==> src/rtl/srl_pkg.sv <==
package srl_pkg;

    typedef enum logic [1:0] {
        ST_POWER  = 2'd0,
        ST_DOWN   = 2'd1,
        ST_UP     = 2'd2,
        ST_ANSWER = 2'd3
    } srl_state_e;

    typedef enum logic [1:0] {
        CMD_NORMAL = 2'b00,
        CMD_RRST   = 2'b01,
        CMD_LDOWN  = 2'b10
    } srl_cmd_e;

endpackage

==> src/rtl/srl_hwok_filter.sv <==
// Debounce for the hardware-ready level: qualifies after an unbroken run of
// high samples, drops in the same cycle the raw level goes low.
module srl_hwok_filter #(
    parameter int FILT_BITS = 21
) (
    input  logic clk,
    input  logic rst_n,
    input  logic raw,
    output logic ok
);
    logic [FILT_BITS-1:0] run_q;
    logic                 full_run;

    assign full_run = &run_q;

    always_ff @(posedge clk or negedge rst_n) begin
        if (!rst_n) begin
            run_q <= '0;
        end else if (!raw) begin
            run_q <= '0;
        end else if (!full_run) begin
            run_q <= run_q + 1'b1;
        end
    end

    assign ok = raw & full_run;
endmodule

==> src/rtl/srl_down_timer.sv <==
// Minimum link-down timer. Starts saturated so power-up and link loss do not
// wait; a local reset clears it and it counts only while running.
module srl_down_timer #(
    parameter int MIN_DOWN = 4
) (
    input  logic clk,
    input  logic rst_n,
    input  logic clear,
    input  logic run,
    output logic done
);
    localparam int CW = (MIN_DOWN > 2) ? $clog2(MIN_DOWN) : 1;
    localparam logic [CW-1:0] LIMIT = CW'(MIN_DOWN - 1);

    logic [CW-1:0] cnt_q;

    always_ff @(posedge clk or negedge rst_n) begin
        if (!rst_n) begin
            cnt_q <= LIMIT;
        end else if (clear) begin
            cnt_q <= '0;
        end else if (run && (cnt_q != LIMIT)) begin
            cnt_q <= cnt_q + 1'b1;
        end
    end

    assign done = (cnt_q == LIMIT);
endmodule

==> src/rtl/srl_fsm.sv <==
module srl_fsm
    import srl_pkg::*;
(
    input  logic       clk,
    input  logic       rst_n,
    input  logic       local_rst,
    input  logic       remote_req,
    input  logic       hw_ok,
    input  logic       ret_up,
    input  logic       wait_done,
    output logic       timer_run,
    output logic       link_up,
    output logic       user_full,
    output logic [1:0] tx_cmd,
    output logic       crc_rst
);
    srl_state_e state_q;
    srl_state_e state_d;
    logic       ready;

    assign ready = hw_ok & ret_up;

    // state register
    always_ff @(posedge clk or negedge rst_n) begin
        if (!rst_n) begin
            state_q <= ST_POWER;
        end else begin
            state_q <= state_d;
        end
    end

    // transitions
    always_comb begin
        state_d = state_q;
        if (local_rst) begin
            state_d = ST_DOWN;
        end else begin
            unique case (state_q)
                ST_POWER:  if (ready) state_d = ST_UP;
                ST_DOWN:   if (ready && wait_done) state_d = ST_UP;
                ST_UP: begin
                    if (!ready)          state_d = ST_DOWN;
                    else if (remote_req) state_d = ST_ANSWER;
                end
                ST_ANSWER: begin
                    if (!ready)           state_d = ST_DOWN;
                    else if (!remote_req) state_d = ST_UP;
                end
                default: state_d = ST_POWER;
            endcase
        end
    end

    // outputs
    always_comb begin
        timer_run = 1'b0;
        link_up   = 1'b0;
        user_full = 1'b1;
        tx_cmd    = CMD_LDOWN;
        crc_rst   = 1'b0;
        unique case (state_q)
            ST_POWER: begin
                tx_cmd = CMD_LDOWN;
            end
            ST_DOWN: begin
                tx_cmd    = CMD_LDOWN;
                timer_run = 1'b1;
            end
            ST_UP: begin
                link_up   = 1'b1;
                user_full = 1'b0;
                tx_cmd    = CMD_NORMAL;
            end
            ST_ANSWER: begin
                link_up = 1'b1;
                tx_cmd  = CMD_RRST;
                crc_rst = 1'b1;
            end
            default: begin
                tx_cmd = CMD_LDOWN;
            end
        endcase
    end
endmodule

==> src/rtl/srclink_rst_ctrl.sv <==
module srclink_rst_ctrl #(
    parameter bit FAST_SIM       = 1'b0,
    parameter int FULL_FILT_BITS = 21,
    parameter int SIM_FILT_BITS  = 5,
    parameter int MIN_DOWN       = 4
) (
    input  logic       clk,
    input  logic       rst_n,
    input  logic       hw_ok_raw,
    input  logic       ret_link_up,
    input  logic       local_rst,
    input  logic       remote_rst_req,
    output logic       link_up,
    output logic       user_full,
    output logic [1:0] tx_cmd,
    output logic       crc_rst
);
    localparam int FILT_BITS = FAST_SIM ? SIM_FILT_BITS : FULL_FILT_BITS;

    logic hw_ok_filt;
    logic wait_done;
    logic timer_run;

    srl_hwok_filter #(.FILT_BITS(FILT_BITS)) u_filt (
        .clk   (clk),
        .rst_n (rst_n),
        .raw   (hw_ok_raw),
        .ok    (hw_ok_filt)
    );

    srl_down_timer #(.MIN_DOWN(MIN_DOWN)) u_timer (
        .clk   (clk),
        .rst_n (rst_n),
        .clear (local_rst),
        .run   (timer_run),
        .done  (wait_done)
    );

    srl_fsm u_fsm (
        .clk        (clk),
        .rst_n      (rst_n),
        .local_rst  (local_rst),
        .remote_req (remote_rst_req),
        .hw_ok      (hw_ok_filt),
        .ret_up     (ret_link_up),
        .wait_done  (wait_done),
        .timer_run  (timer_run),
        .link_up    (link_up),
        .user_full  (user_full),
        .tx_cmd     (tx_cmd),
        .crc_rst    (crc_rst)
    );
endmodule

==> config.mk <==
export PLATFORM = sky130hd
export DESIGN_NAME = srclink_rst_ctrl
export DESIGN_NICKNAME = d
export VERILOG_FILES = /design/src/rtl/srl_pkg.sv /design/src/rtl/srl_hwok_filter.sv /design/src/rtl/srl_down_timer.sv /design/src/rtl/srl_fsm.sv /design/src/rtl/srclink_rst_ctrl.sv
export SDC_FILE = /design/constraint.sdc
export NUM_CORES = 1
export LEC_CHECK = 0
export BUFFER_PORTS_ARGS = -buffer_cell sky130_fd_sc_hd__buf_2
export CORE_MARGIN = 4
export CORE_UTILIZATION = 55
export CTS_CLUSTER_SIZE = 25
export DETAILED_ROUTE_END_ITERATION = 12
export GPL_TIMING_DRIVEN = 1
export PLACE_DENSITY = 0.74
export SYNTH_ARGS = -nofsm -noshare
export SYNTH_HDL_FRONTEND = slang
export SYNTH_SLANG_ARGS = --single-unit
==> constraint.sdc <==
create_clock -name clk -period 2.13 [get_ports clk]
set_input_delay 0.213 -clock clk [delete_from_list [all_inputs] [get_ports clk]]
set_output_delay 0.213 -clock clk [all_outputs]
set_load 0.01 [all_outputs]
==> impl_metrics.ini <==
[placement]
pre_cts_ws_ns = 0.288
dp_hpwl_mm = 2.11
routabilityCongestion = 0.819
io_buffers = 10

[yosys]
synthTopCellsByCount = dfrtp_1 (23), nand2_1 (17), a21oi_1 (13)
netlist_area_um2 = 1460
yosysTopAreaCellShare_pct = 39.6
synth-edff-count = 0
synth.avg_cell_area_um2 = 9.45
synth_seq_area_share_pct = 43.2
synth.distinct_cells = 41
synth-async-reset-ratio_pct = 100
ys_ff_latch = 25
yosys_most_used_dff = dfrtp_1
yosysWarningCount = 0
synthCells = 154
synth.most_common_cell = dfrtp_1
yosys.area.top_type = dfrtp_1
synth_fp_nets = 162
synth.area.top_cells = dfrtp_1 (40%), mux2i_1 (4.8%), a21oi_1 (4.5%)

[global_route]
grt_usage_pct = 17.6
grt_pass1_wl_mm = 4.80
grt_max_degree = 26
grt_overflow = 0
grt_antenna_before_repair = 0
grt_pass1_vias = 1125

[timing]
setup_viol_count_final = 0
drv_slew = 0
fin_ws_ns = 0.246
tightestPinTransition_ns = 0.535
setup_tns_ns = 0
fmax_ghz = 0.531
clock_skew_ns = 0.00650
min_period_ns = 1.88
relSlewSlack_pct = 64.2
grt_setup_unrepaired = no
post-route-period-util_pct = 88.4
hold_violations = 0

[floorplan]
die_height_um = 59.4
die_w_um = 59.4
start_util_pct = 58.2
num_rows = 18
core_um2 = 2500
die_area_um2 = 3530
pin_count = 11

[critical_path]
cp_num_buf_inv = 0
timing.rr.start = u_filt.run_q[0]$_DFFE_PN0P_
critPathTopFamily = simple AND/OR/NAND/NOR gates
cpMaxStageDelayCell = dfrtp_1
reg2regPathDepth = 5
crit_cells = 5
end_kind = register
critPathArrivalTime_ns = 2.09
worstPathCellList = ha_1, and3_1, nand3_1, o311ai_0, o41ai_1
slowest_delay_ns = 0.44
worstSetupPathType = reg2reg
rr_endpoint = u_filt.run_q[12]$_DFFE_PN0P_
r2r_slack_ns = 0.25
startpoint = u_filt.run_q[0]$_DFFE_PN0P_
cp.required_ns = 2.33
cp-endpoint = u_filt.run_q[12]$_DFFE_PN0P_
cp-start-kind = register
crit_path_max_fanout = 7

[route]
vias = 1185
routed_via_density = 6.11
ant_nets = 0
dr.pass1.iters = 4
wl_per_cell_um = 14.5
drc_errors = 0
drtIter0Drc = 36
wl_mm = 2.82

[clock_network]
numCtsBuffers = 3
clock_latency_ns = 0.31
cts-root-buf = clkbuf_4
htree_num_levels = 1
clkSinkCount = 25
cts_tree = done
clk_pin_slew_ns = 0.14
cts.path.max_buffers = 2

[cells_and_area]
antenna_cells = 0
drive_above_1_share_pct = 16.5
nNetsFinal = 173
nFillCells = 204
synthToLayoutAreaGrowth_pct = 7.57

[hold_path]
holdCritPathClass = in2reg
hold_depth = 2

[outcome]
status = finished clean

[power]
power_density_nw_per_um2 = 498
p_leak_nw = 0.661
peakVddDrop_mv = 0.462

[job]
max-cap-violations = 0
[where the power goes]
part	switching [mW]	internal, mW	leakage [nW]
combinational	0.0381	0.0250	0.312
clock	0.140	0.0716	0.0139
sequential	0.0108	0.493	0.335
total	0.189	0.590	0.661
[registers in the layout, summed over array words and instances (netlist names)]
signal	flops
u_fsm.state_q	2
u_timer.cnt_q	2
u_filt.run_q	21
[final cells by class]
| type | instances | area, µm² | area share, % |
|---|---|---|---|
| clock buffer | 3 | 22.5 | 1.44 |
| tap | 30 | 37.5 | 2.40 |
| multi-input combinational | 118 | 772 | 49.3 |
| inverter | 2 | 7.51 | 0.480 |
| sequential | 25 | 628 | 40.1 |
| clock inverter | 1 | 7.51 | 0.480 |
| timing repair buffer | 15 | 90.1 | 5.76 |
[placed cells by master (no fill, tap or decap), types with 2 or more instances in the layout]
cell      synthesis  layout
nand2b_1          8       8
buf_4             3       4
clkbuf_4          0       3
nand3_1           9       9
o21bai_1          2       2
dfstp_2           2       2
a31oi_1           2       2
and2_1            3       3
and3_1            5       5
o311ai_0          2       2
or4_1             3       3
a21oi_1          13      13
or3_1             2       2
nor3_1            5       5
o41ai_1           2       2
nand4_4           2       2
mux2i_1           7       7
buf_2             2      10
nor4_1            2       2
inv_1             2       2
o21ai_0           8       8
o31ai_1           4       4
ha_1              2       2
nor2_1            5       5
nand2_1          17      17
dfrtp_1          23      23
[how the worst min path moves through the flow]
stage / endpoint / startpoint / slack, ns
global route: u_timer.cnt_q[0]$_DFFE_PN1P_ / local_rst / 0.02
floorplan: u_filt.run_q[0]$_DFFE_PN0P_ / rst_n / -0.08
finish: u_timer.cnt_q[0]$_DFFE_PN1P_ / local_rst / 0.03
global placement: u_filt.run_q[11]$_DFFE_PN0P_ / rst_n / 0.22
detailed placement: u_filt.run_q[9]$_DFFE_PN0P_ / rst_n / 0.22
CTS: u_timer.cnt_q[0]$_DFFE_PN1P_ / local_rst / 0.02
[metrics by stage]
step | total power [mW] | hold slack [ns] | utilization, % | area, µm² | std cells
global route | 0.821 | 0.0180 | 62.6 | 1570 | 194
detailed placement | 0.576 | 0.223 | 61.0 | 1530 | 189
global placement | 0.571 | 0.224 | 61.0 | 1530 | 189
finish | 0.779 | 0.0319 | 62.6 | 1570 | 194
floorplan | 0.550 | -0.0826 | - | 1460 | 154
CTS | 0.795 | 0.0184 | 62.6 | 1570 | 194
[logic make-up after synthesis]
| kind of cell | after synthesis | share of synthesized area [%] |
|---|---|---|
| AO/OA/AOI/OAI | 39 | 17.5 |
| XOR/XNOR | 1 | 0.602 |
| adder cells (fa/ha/maj) | 2 | 1.72 |
| buffers and inverters | 11 | 3.78 |
| flip-flops | 25 | 43.2 |
| multiplexers | 7 | 4.82 |
| AND/OR/NAND/NOR | 69 | 28.4 |
[per-layer routing]
metal / track usage, % / routed length (µm) / vias up
li1: - / - / 593
met1: 23.7 / 1370 / 571
met2: 27.5 / 1330 / 17
met3: 1.96 / 89 / 4
met4: 9.39 / 31 / 0
met5: 0 / 0 / -
[what timing repair did]
item	4_1_cts	5_1_grt
endpoints found under the hold margin	23	0
setup buffers	0	0
resized for setup	0	0
hold buffers	1	0
endpoints found under the setup margin	0	0
Note: power is estimated with default switching activity, not from simulation.
